===== src/rtl/tft_tim_pkg.sv =====
package tft_tim_pkg;
  localparam int CFG_W   = 32;
  localparam int VFP_LSB = 0;
  localparam int VFP_W   = 8;
  localparam int VBP_LSB = 8;
  localparam int VBP_W   = 8;
  localparam int VPW_LSB = 16;
  localparam int VPW_W   = 6;
  localparam int VHD_LSB = 22;
  localparam int VHD_W   = 8;
  localparam int KEY_BIT = 31;

  typedef struct packed {
    logic [VHD_W-1:0] vhd;
    logic [VPW_W-1:0] vpw;
    logic [VBP_W-1:0] vbp;
    logic [VFP_W-1:0] vfp;
    logic             key;
  } vfield_t;

  function automatic vfield_t unpack_vtim(input logic [CFG_W-1:0] w);
    vfield_t f;
    f.vhd = w[VHD_LSB +: VHD_W];
    f.vpw = w[VPW_LSB +: VPW_W];
    f.vbp = w[VBP_LSB +: VBP_W];
    f.vfp = w[VFP_LSB +: VFP_W];
    f.key = w[KEY_BIT];
    return f;
  endfunction
endpackage


===== src/rtl/tft_shadow_cfg.sv =====
module tft_shadow_cfg
  import tft_tim_pkg::*;
#(
  parameter int HFW    = 10,
  parameter int LINE_W = 11,
  parameter int HCW    = 13,
  parameter int VCW    = 12
) (
  input  logic              clk,
  input  logic              rst,
  input  logic              load,
  input  logic [CFG_W-1:0]  cfg_vtim,
  input  logic              cfg_stn,
  input  logic [LINE_W-1:0] cfg_lines,
  input  logic [HFW-1:0]    cfg_hpw,
  input  logic [HFW-1:0]    cfg_hbp,
  input  logic [HFW-1:0]    cfg_hact,
  input  logic [HFW-1:0]    cfg_hfp,
  output logic [HCW-1:0]    hs_start,
  output logic [HCW-1:0]    hs_end,
  output logic [HCW-1:0]    ha_start,
  output logic [HCW-1:0]    ha_end,
  output logic [HCW-1:0]    h_last,
  output logic [VCW-1:0]    vs_end,
  output logic [VCW-1:0]    va_start,
  output logic [VCW-1:0]    va_end,
  output logic [VCW-1:0]    v_last,
  output logic              stn_q,
  output logic              err
);
  vfield_t           sv;
  logic [LINE_W-1:0] s_lines;
  logic [HFW-1:0]    s_hpw, s_hbp, s_hact, s_hfp;

  always_ff @(posedge clk) begin
    if (rst || load) begin
      sv      <= unpack_vtim(cfg_vtim);
      stn_q   <= cfg_stn;
      s_lines <= cfg_lines;
      s_hpw   <= cfg_hpw;
      s_hbp   <= cfg_hbp;
      s_hact  <= cfg_hact;
      s_hfp   <= cfg_hfp;
    end
  end

  logic [VCW-1:0] v_sync_len, v_bp_len, v_fp_len;

  always_comb begin
    hs_start = HCW'(sv.vhd) + HCW'(1);
    hs_end   = hs_start + HCW'(s_hpw) + HCW'(1);
    ha_start = hs_end + HCW'(s_hbp);
    ha_end   = ha_start + HCW'(s_hact) + HCW'(1);
    h_last   = ha_end + HCW'(s_hfp) - HCW'(1);

    v_sync_len = stn_q ? '0 : VCW'(sv.vpw) + VCW'(1);
    v_bp_len   = stn_q ? '0 : VCW'(sv.vbp);
    v_fp_len   = stn_q ? '0 : VCW'(sv.vfp);
    vs_end     = v_sync_len;
    va_start   = vs_end + v_bp_len;
    va_end     = va_start + VCW'(s_lines) + VCW'(1);
    v_last     = va_end + v_fp_len - VCW'(1);

    err = !sv.key || (stn_q && ({sv.vhd, sv.vpw, sv.vbp, sv.vfp} != '0));
  end
endmodule


===== src/rtl/tft_hcount.sv =====
module tft_hcount #(
  parameter int HCW = 13
) (
  input  logic           clk,
  input  logic           rst,
  input  logic [HCW-1:0] last_idx,
  input  logic [HCW-1:0] hs_start,
  input  logic [HCW-1:0] hs_end,
  input  logic [HCW-1:0] ha_start,
  input  logic [HCW-1:0] ha_end,
  output logic [HCW-1:0] cnt,
  output logic           wrap,
  output logic           hsync_n,
  output logic           hact_n
);
  assign wrap = (cnt == last_idx);

  always_ff @(posedge clk) begin
    if (rst || wrap) cnt <= '0;
    else             cnt <= cnt + HCW'(1);
  end

  always_comb begin
    hsync_n = (cnt >= hs_start) && (cnt < hs_end);
    hact_n  = (cnt >= ha_start) && (cnt < ha_end);
  end
endmodule


===== src/rtl/tft_vcount.sv =====
module tft_vcount #(
  parameter int VCW = 12
) (
  input  logic           clk,
  input  logic           rst,
  input  logic           step,
  input  logic [VCW-1:0] last_idx,
  input  logic [VCW-1:0] vs_end,
  input  logic [VCW-1:0] va_start,
  input  logic [VCW-1:0] va_end,
  output logic [VCW-1:0] cnt,
  output logic           frame_end,
  output logic           vsync_n,
  output logic           vact_n
);
  assign frame_end = step && (cnt == last_idx);

  always_ff @(posedge clk) begin
    if (rst || frame_end) cnt <= '0;
    else if (step)        cnt <= cnt + VCW'(1);
  end

  always_comb begin
    vsync_n = (cnt < vs_end);
    vact_n  = (cnt >= va_start) && (cnt < va_end);
  end
endmodule


===== src/rtl/tft_frame_timer.sv =====
module tft_frame_timer
  import tft_tim_pkg::*;
#(
  parameter  int HFW    = 10,
  parameter  int LINE_W = 11,
  localparam int HCW    = ((HFW > 8) ? HFW : 8) + 3,
  localparam int VCW    = ((LINE_W > 10) ? LINE_W : 10) + 1
) (
  input  logic              clk,
  input  logic              rst,
  input  logic [31:0]       cfg_vtim,
  input  logic              cfg_stn,
  input  logic [LINE_W-1:0] cfg_lines,
  input  logic [HFW-1:0]    cfg_hpw,
  input  logic [HFW-1:0]    cfg_hbp,
  input  logic [HFW-1:0]    cfg_hact,
  input  logic [HFW-1:0]    cfg_hfp,
  output logic              vsync_o,
  output logic              hsync_o,
  output logic              de_o,
  output logic [VCW-1:0]    line_o,
  output logic [HCW-1:0]    pix_o,
  output logic              cfg_err_o
);
  logic [HCW-1:0] hs_start, hs_end, ha_start, ha_end, h_last, hcnt;
  logic [VCW-1:0] vs_end, va_start, va_end, v_last, vcnt;
  logic           sh_stn, sh_err, h_wrap, frame_end;
  logic           hsync_n, hact_n, vsync_n, vact_n;

  tft_shadow_cfg #(.HFW(HFW), .LINE_W(LINE_W), .HCW(HCW), .VCW(VCW)) u_shadow (
    .clk(clk), .rst(rst), .load(frame_end), .cfg_vtim(cfg_vtim), .cfg_stn(cfg_stn),
    .cfg_lines(cfg_lines), .cfg_hpw(cfg_hpw), .cfg_hbp(cfg_hbp), .cfg_hact(cfg_hact),
    .cfg_hfp(cfg_hfp), .hs_start(hs_start), .hs_end(hs_end), .ha_start(ha_start),
    .ha_end(ha_end), .h_last(h_last), .vs_end(vs_end), .va_start(va_start),
    .va_end(va_end), .v_last(v_last), .stn_q(sh_stn), .err(sh_err)
  );

  tft_hcount #(.HCW(HCW)) u_hcnt (
    .clk(clk), .rst(rst), .last_idx(h_last), .hs_start(hs_start), .hs_end(hs_end),
    .ha_start(ha_start), .ha_end(ha_end), .cnt(hcnt), .wrap(h_wrap),
    .hsync_n(hsync_n), .hact_n(hact_n)
  );

  tft_vcount #(.VCW(VCW)) u_vcnt (
    .clk(clk), .rst(rst), .step(h_wrap), .last_idx(v_last), .vs_end(vs_end),
    .va_start(va_start), .va_end(va_end), .cnt(vcnt), .frame_end(frame_end),
    .vsync_n(vsync_n), .vact_n(vact_n)
  );

  always_ff @(posedge clk) begin
    if (rst) begin
      vsync_o   <= 1'b0;
      hsync_o   <= 1'b0;
      de_o      <= 1'b0;
      line_o    <= '0;
      pix_o     <= '0;
      cfg_err_o <= 1'b0;
    end else begin
      vsync_o   <= vsync_n;
      hsync_o   <= hsync_n;
      de_o      <= hact_n && vact_n;
      line_o    <= vcnt;
      pix_o     <= hcnt;
      cfg_err_o <= sh_err;
    end
  end
endmodule


===== config.mk =====
export PLATFORM = sky130hd
export DESIGN_NAME = tft_frame_timer
export DESIGN_NICKNAME = d
export VERILOG_FILES = /design/src/rtl/tft_tim_pkg.sv /design/src/rtl/tft_shadow_cfg.sv /design/src/rtl/tft_hcount.sv /design/src/rtl/tft_vcount.sv /design/src/rtl/tft_frame_timer.sv
export SDC_FILE = /design/constraint.sdc
export NUM_CORES = 1
export LEC_CHECK = 0
export BUFFER_PORTS_ARGS = -buffer_cell sky130_fd_sc_hd__buf_2
export CAP_MARGIN = 20
export CORE_ASPECT_RATIO = 0.75
export CORE_MARGIN = 2
export CORE_UTILIZATION = 40
export CTS_CLUSTER_DIAMETER = 40
export DETAILED_ROUTE_END_ITERATION = 10
export PLACE_DENSITY = 0.56
export SLEW_MARGIN = 20
export SYNTH_ARGS = -nofsm -noshare
export SYNTH_HDL_FRONTEND = slang
export SYNTH_SLANG_ARGS = --single-unit
export TNS_END_PERCENT = 10

===== constraint.sdc =====
create_clock -name clk -period 11.75 [get_ports clk]
set_clock_uncertainty 0.1 [all_clocks]
set_input_delay 0.5875 -clock clk [delete_from_list [all_inputs] [get_ports clk]]
set_output_delay 0.5875 -clock clk [all_outputs]
set_load 0.01 [all_outputs]

Word level (Yosys, flattened, before mapping)
Cells that the tools add are included.

Output and inout bits: 29. Input bits: 86. Register bits after elaboration: 137. Word-level logic and storage cells: 58.

Mux-type cells: 3. Add/sub/neg operators: 16. Order comparisons: 7. Reductions and logical operators: 11. Eq/ne operators: 2.

Operators by type and width (number): $add A13 B10 Y13 (4); $add A13 B1 Y13 const B (3); $reduce_bool A30 Y1 (1); $lt A13 B13 Y1 (2); $add A12 B1 Y12 const B (2); $add A12 B12 Y12 (2); $lt A12 B12 Y1 (2); $mux W8 (2); $eq A13 B13 Y1 (1); $ge A13 B13 Y1 (1); $ge A13 B9 Y1 (1); $sub A13 B1 Y13 const B (1); $add A12 B11 Y12 (1); $eq A12 B12 Y1 (1); $ge A12 B12 Y1 (1); $mux W12 (1); $sub A12 B1 Y12 const B (1); $add A8 B1 Y9 const B (1); $add A6 B1 Y7 const B (1); $logic_and A1 B1 Y1 (6); $logic_or A1 B1 Y1 (3); $logic_not A1 Y1 (1).

Longest topological paths before layout
Gate-level depths: netlist of the first run.

Word-level depth: 11. Gate-level depth with buffers: 33. Depth with buffers taken out: 33.

Cells and area by module
A second synthesis of the first run with hierarchy kept.

Cells, all modules: 1113. Area total of the unflattened synthesis: 10562.6 um^2.

Modules (own cells, without submodules): tft_shadow_cfg (cells each 618, times used 1, area each 6304.8 um^2, seq. area each 2492.4 um^2); tft_hcount (cells each 248, times used 1, area each 1894.3 um^2, seq. area each 260.2 um^2); tft_vcount (cells each 186, times used 1, area each 1480.2 um^2, seq. area each 240.2 um^2); tft_frame_timer (cells each 61, times used 1, area each 883.3 um^2, seq. area each 580.6 um^2).

Worst setup path after synthesis of the first run
OpenSTA, ideal clock, no wires.

Path type: register to register. Start point: register u_shadow.sv[23] (netlist name). End point: register u_shadow.s_hact[0] (enable). Data required time: 11170 ps. Arrival time: 8662 ps. Buffers on the path: 1. Slack: 2508 ps. Period minus slack after synthesis: 9242 ps. Stages on the path, launching flop included: 30. Path through: edfxtp_1 -> ha_1 -> xor2_1 -> ha_1 -> inv_1 -> o21ai_0 -> xor2_1 -> ha_1 -> o21a_1 -> o31a_1 -> o21ai_0 -> nand2b_1 -> a21o_1 -> a21o_1 -> xor2_1 -> ha_1 -> a21o_2 -> o311a_1 -> or2_2 -> xor2_1 -> inv_1 -> ha_1 -> xnor2_1 -> nor3_1 -> or3b_2 -> mux2i_1 -> nand4_1 -> a21oi_4 -> a21o_2 -> clkbuf_1.

Word-level cells in the longest chain between the ends: 11.

Ends and longest elaborated chain: start: declaration (RTL line tft_shadow_cfg.sv:31) `vfield_t sv;`; start signal: assignment (RTL line tft_shadow_cfg.sv:37) `sv <= unpack_vtim(cfg_vtim);`; $add A8 B1 Y9 (RTL line tft_shadow_cfg.sv:50) `hs_start = HCW'(sv.vhd) + HCW'(1);`; $add A13 B10 Y13 (RTL line tft_shadow_cfg.sv:51) `hs_end = hs_start + HCW'(s_hpw) + HCW'(1);`; $add A13 B1 Y13 (RTL line tft_shadow_cfg.sv:51); $add A13 B10 Y13 (RTL line tft_shadow_cfg.sv:52) `ha_start = hs_end + HCW'(s_hbp);`; $add A13 B10 Y13 (RTL line tft_shadow_cfg.sv:53) `ha_end = ha_start + HCW'(s_hact) + HCW'(1);`; $add A13 B1 Y13 (RTL line tft_shadow_cfg.sv:53); $add A13 B10 Y13 (RTL line tft_shadow_cfg.sv:54) `h_last = ha_end + HCW'(s_hfp) - HCW'(1);`; $sub A13 B1 Y13 (RTL line tft_shadow_cfg.sv:54); $eq A13 B13 Y1 (RTL line tft_hcount.sv:16) `assign wrap = (cnt == last_idx);`; $logic_and A1 B1 Y1 (RTL line tft_vcount.sv:16) `assign frame_end = step && (cnt == last_idx);`; $logic_or A1 B1 Y1 (RTL line tft_shadow_cfg.sv:36) `if (rst || load) begin`; end signal: assignment (RTL line tft_shadow_cfg.sv:42) `s_hact <= cfg_hact;`; end: declaration (RTL line tft_shadow_cfg.sv:33) `logic [HFW-1:0] s_hpw, s_hbp, s_hact, s_hfp;`.

Every way passes these cells. A chain may end at the register's enable or synchronous reset.

Worst setup path after layout of the first run
Start point: register u_shadow.sv[23] (netlist name). End point: register u_shadow.sv[10] (netlist name) (enable).

Word-level cells in the longest chain between the ends: 11.

Ends and longest elaborated chain (RTL line): $add A8 B1 Y9 (tft_shadow_cfg.sv:50); $add A13 B10 Y13 (tft_shadow_cfg.sv:51); $add A13 B1 Y13 (tft_shadow_cfg.sv:51); $add A13 B10 Y13 (tft_shadow_cfg.sv:52); $add A13 B10 Y13 (tft_shadow_cfg.sv:53); $add A13 B1 Y13 (tft_shadow_cfg.sv:53); $add A13 B10 Y13 (tft_shadow_cfg.sv:54); $sub A13 B1 Y13 (tft_shadow_cfg.sv:54); $eq A13 B13 Y1 (tft_hcount.sv:16); $logic_and A1 B1 Y1 (tft_vcount.sv:16); $logic_or A1 B1 Y1 (tft_shadow_cfg.sv:36).

Every way passes these cells.

==> impl_metrics.json, run 1 <==
{
  "yosys_warnings": 0,
  "area_growth_pct": 16.1,
  "synth_seq_area_share_pct": 36.3,
  "via_count": 7065,
  "gp_congestion": 0.826,
  "multiInputGateArea_um2": 5790,
  "ys_ff_latch": 137,
  "instances_no_fill": 1455,
  "cts_tree": "done",
  "clk_root_buffer_cell": "clkbuf_16",
  "synth-async-reset-ratio_pct": 0,
  "grt_max_degree": 52,
  "synth_edf_count": 83,
  "finalSetupTns_ps": 0,
  "die-area_um2": 25900,
  "setup_viol": 0,
  "grt_pass1_wl_um": 35600,
  "cts.sinks": 137,
  "pin_count": 115,
  "core_um2": 24000,
  "final_cell_mix": "ha_1 (157), inv_1 (117), buf_2 (113)",
  "power_switching_mw": 1.31,
  "yosys.area.top_type_share_pct": 25.4,
  "first_pass_iters": 4,
  "core.rowCount": 49,
  "worst-path-max-fanout": 51,
  "hold_class": "in2reg",
  "numCtsBuffers": 17,
  "dp_cells": 1422,
  "drv_slew": 0,
  "place_hpwl_um": 17000,
  "startpoint": "u_shadow.sv[23]$_DFFE_PP_",
  "post-cts-setup-buffers": 0,
  "cts_resized": 0,
  "power_mw": 3.08,
  "seq_area_um2": 3570,
  "post-route-min-period_ps": 8550,
  "maxCapViolCount": 0,
  "drive_above_1_share_pct": 15.2,
  "synth.avg_cell_area_um2": 9.96,
  "ys.flop_type": "edfxtp_1",
  "rsz0062_at_grt": "false",
  "start_kind": "flop",
  "power.share.clock_pct": 18.8,
  "combPwrFrac_pct": 63.1,
  "yosys.area.top_type": "edfxtp_1",
  "nets": 1360,
  "sw_frac_of_total_pct": 42.4,
  "worstSkewPairLatency_ps": 430,
  "end_kind": "flop",
  "hold_violations": 0,
  "internal_power_mw": 1.77,
  "final_common_cell": "ha_1",
  "syn_nets": 1237,
  "crit_slowest_cell": "a21o_4",
  "antenna_left": 0,
  "max_slew.worst_pin.slew_ps": 723,
  "wirelength_um": 21700,
  "critPathArrivalTime_ps": 8520,
  "clock_path_buffers": 2,
  "cpMostUsedCell": "ha_1",
  "power_density_nw_per_um2": 270,
  "grt_pass1_vias": 6938,
  "fin_util_pct": 47.5,
  "fillCellCount": 2341,
  "yosys-top-cells-area": "edfxtp_1 (25%), ha_1 (20%), dfxtp_1 (11%)",
  "antenna_found_initial": 1,
  "ir_drop_v": 0.000195,
  "path_class": "reg2reg",
  "gr-total-overflow": 0,
  "max_slew_margin_pct": 51.4,
  "crit_required_ps": 11720,
  "synth_cells": 987,
  "grt_use_total_pct": 17.8,
  "min_from": "cfg_hpw[0]",
  "synth_area_um2": 9830,
  "clk_pin_slew_ps": 70,
  "die_h_um": 140,
  "p_leak_nw": 5.43,
  "fp.dieW_um": 185,
  "status": "complete, no violations",
  "initial_core_util_pct": 40.9,
  "cts_hold_buf": 0,
  "drtIter0Drc": 351,
  "period_share_pct": 72.8,
  "worstReg2RegStart": "u_shadow.sv[23]$_DFFE_PP_",
  "p_seq_share_pct": 18.1,
  "drc": 0,
  "io_buffers": 113,
  "yosysUniqueCellTypes": 63,
  "slowest_delay_ps": 630,
  "routed_via_density": 4.86,
  "max_freq_mhz": 117,
  "htreeDepth": 4,
  "wl_per_cell_um": 14.9
}
[cells in the mapped netlist (14+ instances only)]
master    instances
a21o_1           40
a21oi_1          48
and3_1           14
dfxtp_1          54
edfxtp_1         83
ha_1            157
inv_1           117
nand2_1          30
nand2b_1         22
nand3_1          20
nor2_1           58
nor2b_1          36
nor3_1           15
o21a_1           21
o21ai_0          40
xnor2_1          60
xor2_1           50
[metrics by stage]
| step | setup WS [ps] | instance area, µm² | hold WS, ps |
|---|---|---|---|
| finish | 3200 | 11400 | 223 |
| global route | 2510 | 11400 | 207 |
| CTS | 3130 | 11400 | 204 |
| detailed placement | 3150 | 10800 | 329 |
| global placement | 3240 | 10800 | 328 |
| floorplan | 2510 | 9830 | 301 |
[power by group through the flow]
stage | registers, mW | logic, mW | clock network (mW)
global placement | 0.569 | 1.89 | 0
global route | 0.562 | 2.23 | 0.611
CTS | 0.559 | 1.94 | 0.593
floorplan | 0.562 | 1.58 | 0
detailed placement | 0.569 | 1.92 | 0
finish | 0.559 | 1.94 | 0.578
[registers in the layout, indices dropped and copies added (netlist names)]
signal,cells
u_shadow.s_hfp,10
u_shadow.stn_q,1
u_shadow.s_hpw,10
u_vcnt.cnt,12
de_o,1
pix_o,13
u_hcnt.cnt,13
u_shadow.s_lines,11
line_o,12
cfg_err_o,1
u_shadow.s_hbp,10
u_shadow.s_hact,10
vsync_o,1
hsync_o,1
u_shadow.sv,31
[final timing paths]
| path | to | slack, ps | cells after the start |
|---|---|---|---|
| min reg2reg | cfg_err_o$_SDFF_PP0_ | 340 | 1 |
| max | u_shadow.sv[10]$_DFFE_PP_ | 3200 | 29 |
| max reg2reg | u_shadow.sv[10]$_DFFE_PP_ | 3200 | 29 |
| min | u_shadow.s_hpw[0]$_DFFE_PP_ | 220 | 1 |
[routing by layer]
metal | vias to the layer above | GRT usage, % | share of wire, %
li1 | 3738 | - | -
met2 | 115 | 24.2 | 38
met5 | - | 0 | 0
met1 | 3202 | 28.1 | 57
met4 | 0 | 4.05 | 0.71
met3 | 10 | 4.06 | 3.9
[cells by family after synthesis]
logic type	Yosys count	synth area share, %
buffers and inverters	127	4.86
XOR/XNOR	110	9.80
AO/OA/AOI/OAI	206	14.2
adder cells (fa/ha/maj)	165	21.5
multiplexers	2	0.204
flip-flops	137	36.3
AND/OR/NAND/NOR	240	13.0
[layout make-up]
| type | count | area share (%) |
|---|---|---|
| tap | 331 | 3.63 |
| multi-input combinational | 723 | 50.7 |
| sequential | 137 | 31.3 |
| timing repair buffer | 114 | 5.02 |
| antenna | 1 | 0.0219 |
| clock buffer | 20 | 4.10 |
| clock inverter | 12 | 1.41 |
| inverter | 117 | 3.85 |
[worst max-delay path: cells and delay by family, from the launching register on]
| kind | cells | cell delay [ps] |
|---|---|---|
| AOI/OAI and AO/OA | 10 | 2670 |
| xor gates and xnor gates | 5 | 1190 |
| and+or+nand+nor | 5 | 1210 |
| DFF | 1 | 460 |
| muxes | 1 | 140 |
| buffers and inverters | 3 | 720 |
| adders and majority gates | 5 | 1640 |
No activity file was read; power rests on OpenSTA's default activity.
==> inputs of run 2 (changes only) <==
--- a/config.mk
+++ b/config.mk
@@ -12,7 +12,7 @@
 export CORE_UTILIZATION = 40
 export CTS_CLUSTER_DIAMETER = 40
 export DETAILED_ROUTE_END_ITERATION = 10
-export PLACE_DENSITY = 0.56
+export PLACE_DENSITY = 0.58
 export SLEW_MARGIN = 20
 export SYNTH_ARGS = -nofsm -noshare
 export SYNTH_HDL_FRONTEND = slang
==> constraint.sdc (replaced) <==
create_clock -name clk -period 7.6 [get_ports clk]
set_clock_uncertainty 0.1 [all_clocks]
set_input_delay 0.38 -clock clk [delete_from_list [all_inputs] [get_ports clk]]
set_output_delay 0.38 -clock clk [all_outputs]
set_load 0.01 [all_outputs]
==> impl_metrics.json, run 2 (synthesis results as in run 1) <==
{
  "largest_reg_flops": 31,
  "combPwrFrac_pct": 64.6,
  "wl_per_cell_um": 15.1,
  "period_share_pct": 93.9,
  "fp.dieW_um": 185,
  "min_from": "cfg_lines[0]",
  "first_pass_iters": 5,
  "power.share.clock_pct": 17.5,
  "worstSkewPairLatency_ps": 440,
  "max_slew_margin_pct": 22.8,
  "top_register": "u_shadow.sv",
  "clock_path_buffers": 2,
  "final_common_cell": "ha_1",
  "via_count": 7390,
  "antenna_left": 0,
  "clk_pin_slew_ps": 60,
  "fin_util_pct": 50.9,
  "pin_count": 115,
  "max_freq_mhz": 140,
  "internal_power_mw": 2.77,
  "reg2reg_to": "u_shadow.s_hfp[2]$_DFFE_PP_",
  "end_kind": "flop",
  "crit_required_ps": 7650,
  "min_to": "u_shadow.s_lines[0]$_DFFE_PP_",
  "io_buffers": 113,
  "die_h_um": 140,
  "p_seq_share_pct": 17.9,
  "p_leak_nw": 5.77,
  "place_hpwl_um": 17500,
  "crit_slowest_cell": "or3b_2",
  "worstReg2RegStart": "u_shadow.sv[23]$_DFFE_PP_",
  "worst-path-max-fanout": 11,
  "ir_drop_v": 0.000249,
  "start_kind": "flop",
  "core_um2": 24000,
  "maxCapViolCount": 0,
  "hold_class": "in2reg",
  "cts.sinks": 137,
  "whs_ps": 21.7,
  "drv_slew": 0,
  "startpoint": "u_shadow.sv[23]$_DFFE_PP_",
  "drive_above_1_share_pct": 17.6,
  "path_class": "reg2reg",
  "routed_via_density": 4.86,
  "power_density_nw_per_um2": 394,
  "nets": 1428,
  "power_mw": 4.82,
  "setup_viol": 0,
  "finalSetupTns_ps": 0,
  "instances_no_fill": 1522,
  "gr-total-overflow": 0,
  "r2r_setup_slack_ps": 470,
  "sw_frac_of_total_pct": 42.6,
  "clk_root_buffer_cell": "clkbuf_16",
  "reg.largest.list": "u_shadow.sv: 31 flops, pix_o: 13 flops, u_hcnt.cnt: 13 flops",
  "grt_use_total_pct": 18.3,
  "max_slew.worst_pin.slew_ps": 1150,
  "grt_pass1_vias": 7250,
  "drc": 0,
  "numCtsBuffers": 17,
  "drtIter0Drc": 327,
  "grt_pass1_wl_um": 36600,
  "htreeDepth": 4,
  "die-area_um2": 25900,
  "slowest_delay_ps": 460,
  "hold_depth": 1,
  "rsz0062_at_grt": "false",
  "antenna_found_initial": 0,
  "status": "complete, no violations",
  "cts_tree": "done",
  "core.rowCount": 49,
  "dp_cells": 1430,
  "wirelength_um": 23000,
  "n_antenna_cell": 0,
  "power_switching_mw": 2.05,
  "post-route-min-period_ps": 7130,
  "area_growth_pct": 24.5,
  "initial_core_util_pct": 40.9,
  "gp_congestion": 0.844,
  "grt_max_degree": 32,
  "reg2reg_depth": 30,
  "final_cell_mix": "ha_1 (154), inv_1 (117), buf_2 (113)",
  "hold_violations": 0,
  "critPathArrivalTime_ps": 7180
}
## run 2: changes by cell type in the layout (fill, tap and decap cells not counted), moves of 3 or more
cell	change
xor2_1	-5
buf_4	+13
o21ai_0	-3
xor2_2	+5
ha_4	+3
buf_12	+5
ha_1	-3
dlygate4sd3_1	+44
## run 2: worst max-delay path: cells and delay by family (launching register included)
family                   cells  cell delay, ps
AND/OR/NAND/NOR              5            1170
buffers and inverters        4             510
adder cells (fa/ha/maj)      5            1430
multiplexers                 1             140
flip-flops                   1             430
XOR/XNOR                     5             980
AO/OA/AOI/OAI               10            2080
## run 2: power by group through the flow
stage	registers [mW]	clock network (mW)	logic (mW)
2_1_floorplan	0.867	0	2.44
3_3_place_gp	0.879	0	2.92
3_5_place_dp	0.880	0	2.96
4_1_cts	0.864	0.869	3.00
5_1_grt	0.869	0.901	3.54
6_report	0.863	0.845	3.11
## run 2: layout make-up
type,count,area (µm²)
tap,331,414
inverter,117,439
clock buffer,18,429
fill,2260,11800
multi-input combinational,725,5920
timing repair buffer,180,1300
sequential,137,3570
clock inverter,14,164
## run 2: through the flow
step	instance area (µm²)	setup slack [ps]
global placement	10900	179
floorplan	9830	190
CTS	11900	24.8
detailed placement	10900	49.1
global route	12200	13.2
finish	12200	466
## run 2: routing by layer
metal  share of wire, %  GRT usage (%)  vias up
li1                   -              -     3872
met1                 55           28.1     3357
met2                 40           25.8      149
met3                4.4           3.87       12
met4               0.75           4.51        0
met5                  0              0        -
## run 2: repair_timing
| action | CTS | global route |
|---|---|---|
| gates resized for setup | 0 | 19 |
| setup endpoints to repair | 0 | 108 |
| buffers inserted | 0 | 10 |
| hold buffers | 44 | 0 |
| hold endpoints to repair | 44 | 0 |
## run 2: worst max path at each step
stage | to | cells past startpoint
global placement | u_shadow.s_hpw[0]$_DFFE_PP_ | 29
global route | u_shadow.s_hpw[6]$_DFFE_PP_ | 30
finish | u_shadow.s_hfp[2]$_DFFE_PP_ | 30
CTS | u_shadow.s_hact[8]$_DFFE_PP_ | 29
floorplan | u_shadow.s_hact[0]$_DFFE_PP_ | 29
detailed placement | u_shadow.s_hpw[0]$_DFFE_PP_ | 29
==> inputs of run 3 (changes only) <==
--- a/config.mk
+++ b/config.mk
@@ -9,10 +9,10 @@
 export CAP_MARGIN = 20
 export CORE_ASPECT_RATIO = 0.75
 export CORE_MARGIN = 2
-export CORE_UTILIZATION = 40
+export CORE_UTILIZATION = 30
 export CTS_CLUSTER_DIAMETER = 40
 export DETAILED_ROUTE_END_ITERATION = 10
-export PLACE_DENSITY = 0.58
+export PLACE_DENSITY = 0.46
 export SLEW_MARGIN = 20
 export SYNTH_ARGS = -nofsm -noshare
 export SYNTH_HDL_FRONTEND = slang
==> impl_metrics.json, run 3 (synthesis results as in run 1) <==
{
  "antenna_found_initial": 0,
  "wl_per_cell_um": 15.1,
  "nets": 1384,
  "numCtsBuffers": 17,
  "setup_viol": 0,
  "fillCellCount": 3227,
  "first_pass_iters": 4,
  "io_buffers": 113,
  "core_um2": 32300,
  "worstSkewPairLatency_ps": 430,
  "top_register": "u_shadow.sv",
  "power_density_nw_per_um2": 403,
  "grt_pass1_vias": 7026,
  "drv_slew": 0,
  "final_cell_mix": "ha_1 (153), inv_1 (117), buf_2 (113)",
  "max_slew.worst_pin.slew_ps": 737,
  "grt_use_total_pct": 14.6,
  "n_antenna_cell": 0,
  "pre_cts_ws_ps": 29.6,
  "startpoint": "u_shadow.sv[23]$_DFFE_PP_",
  "whs_ps": 21.9,
  "place_hpwl_um": 19200,
  "clock_path_buffers": 2,
  "slowest_delay_ps": 450,
  "max_slew_margin_pct": 50.8,
  "hold_class": "in2reg",
  "die_h_um": 161,
  "core.rowCount": 57,
  "reg.largest.list": "u_shadow.sv: 31 flops, pix_o: 13 flops, u_hcnt.cnt: 13 flops",
  "largest_reg_flops": 31,
  "start_kind": "flop",
  "wirelength_um": 24000,
  "clk_pin_slew_ps": 70,
  "worstReg2RegStart": "u_shadow.sv[23]$_DFFE_PP_",
  "via_count": 7135,
  "drtIter0Drc": 221,
  "crit_required_ps": 7870,
  "post-route-min-period_ps": 7080,
  "rsz0062_at_grt": "false",
  "fp.dieW_um": 213,
  "finalSetupTns_ps": 0,
  "ir_drop_v": 0.000208,
  "crit_slowest_cell": "edfxtp_1",
  "path_class": "reg2reg",
  "end_kind": "flop",
  "gr-total-overflow": 0,
  "final_common_cell": "ha_1",
  "clk_root_buffer_cell": "clkbuf_16",
  "area_growth_pct": 20.8,
  "period_share_pct": 93.2,
  "antenna_left": 0,
  "pin_count": 115,
  "cts_tree": "done",
  "die-area_um2": 34200,
  "p_leak_nw": 5.53,
  "status": "complete, no violations",
  "timing.final.ws_setup_ps": 520,
  "drc": 0,
  "seq_area_um2": 3570,
  "max_freq_mhz": 141,
  "gp_congestion": 0.797,
  "power_mw": 4.78,
  "maxCapViolCount": 0,
  "routed_via_density": 4.49,
  "initial_core_util_pct": 30.4,
  "place_area_um2": 11000,
  "critPathArrivalTime_ps": 7350,
  "htreeDepth": 4,
  "min_from": "cfg_vtim[4]",
  "drive_above_1_share_pct": 17.4,
  "grt_max_degree": 37,
  "multiInputGateArea_um2": 5920,
  "hold_violations": 0,
  "grt_pass1_wl_um": 38000,
  "cts.sinks": 137,
  "worst-path-max-fanout": 5,
  "fin_area_um2": 11900
}
-- run 3: changes by cell type in the layout (fill, tap and decap cells not counted), moves of 3 or more --
| cell | before | now |
|---|---|---|
| buf_4 | 14 | 8 |
| dlygate4sd3_1 | 44 | 14 |
| clkbuf_16 | 20 | 17 |
| xor2_2 | 5 | 8 |
| inv_6 | 5 | 2 |
| xor2_1 | 45 | 42 |
-- run 3: area by class of cell --
class,count,share of cell area (%)
Sequential cell,137,30.1
Inverter,117,3.70
Clock inverter,13,1.04
Multi-Input combinational cell,723,49.9
Clock buffer,19,3.65
Timing Repair Buffer,138,6.96
Tap cell,442,4.66
-- run 3: metrics by stage --
stage	utilization, %	cells
CTS	36.2	1584
floorplan	-	987
detailed placement	34.0	1538
finish	36.7	1589
global placement	34.0	1538
global route	36.7	1589
-- run 3: final timing paths --
path	endpoint	slack, ps	cells past startpoint
setup / recovery	u_vcnt.cnt[10]$_SDFFE_PP0P_	520	31
hold / removal	u_shadow.sv[5]$_DFFE_PP_	20	1
setup reg to reg	u_vcnt.cnt[10]$_SDFFE_PP0P_	520	31
hold reg to reg	cfg_err_o$_SDFF_PP0_	350	1
-- run 3: critical path, delay by kind of cell, from the launching register on --
| family | cells | cell delay [ps] |
|---|---|---|
| xor gates and xnor gates | 4 | 710 |
| AOI/OAI and AO/OA | 12 | 2210 |
| muxes | 1 | 140 |
| and+or+nand+nor | 8 | 1800 |
| adders and majority gates | 5 | 1450 |
| DFF | 1 | 450 |
| buffers and inverters | 1 | 160 |
-- run 3: report_power, final --
group / switching (mW) / internal, mW / total (mW)
Clock: 0.347 / 0.453 / 0.800
Sequential: 0.0323 / 0.832 / 0.865
Combinational: 1.67 / 1.45 / 3.12
Total: 2.05 / 2.73 / 4.78
-- run 3: repair_timing --
action                     4_1_cts  5_1_grt
hold endpoints to repair        13        1
gates resized for setup          0       23
buffers inserted                 1        4
setup endpoints to repair       14      108
hold buffers                    13        1
pin swaps                        1        3
-- run 3: layer usage --
layer	global-route usage, %	wire length (µm)	vias up	part of all wire [%]
li1	-	-	3770	-
met1	22.7	13700	3256	57
met2	19.9	9280	96	39
met3	2.95	699	13	2.9
met4	4.16	294	0	1.2
met5	0	0	-	0
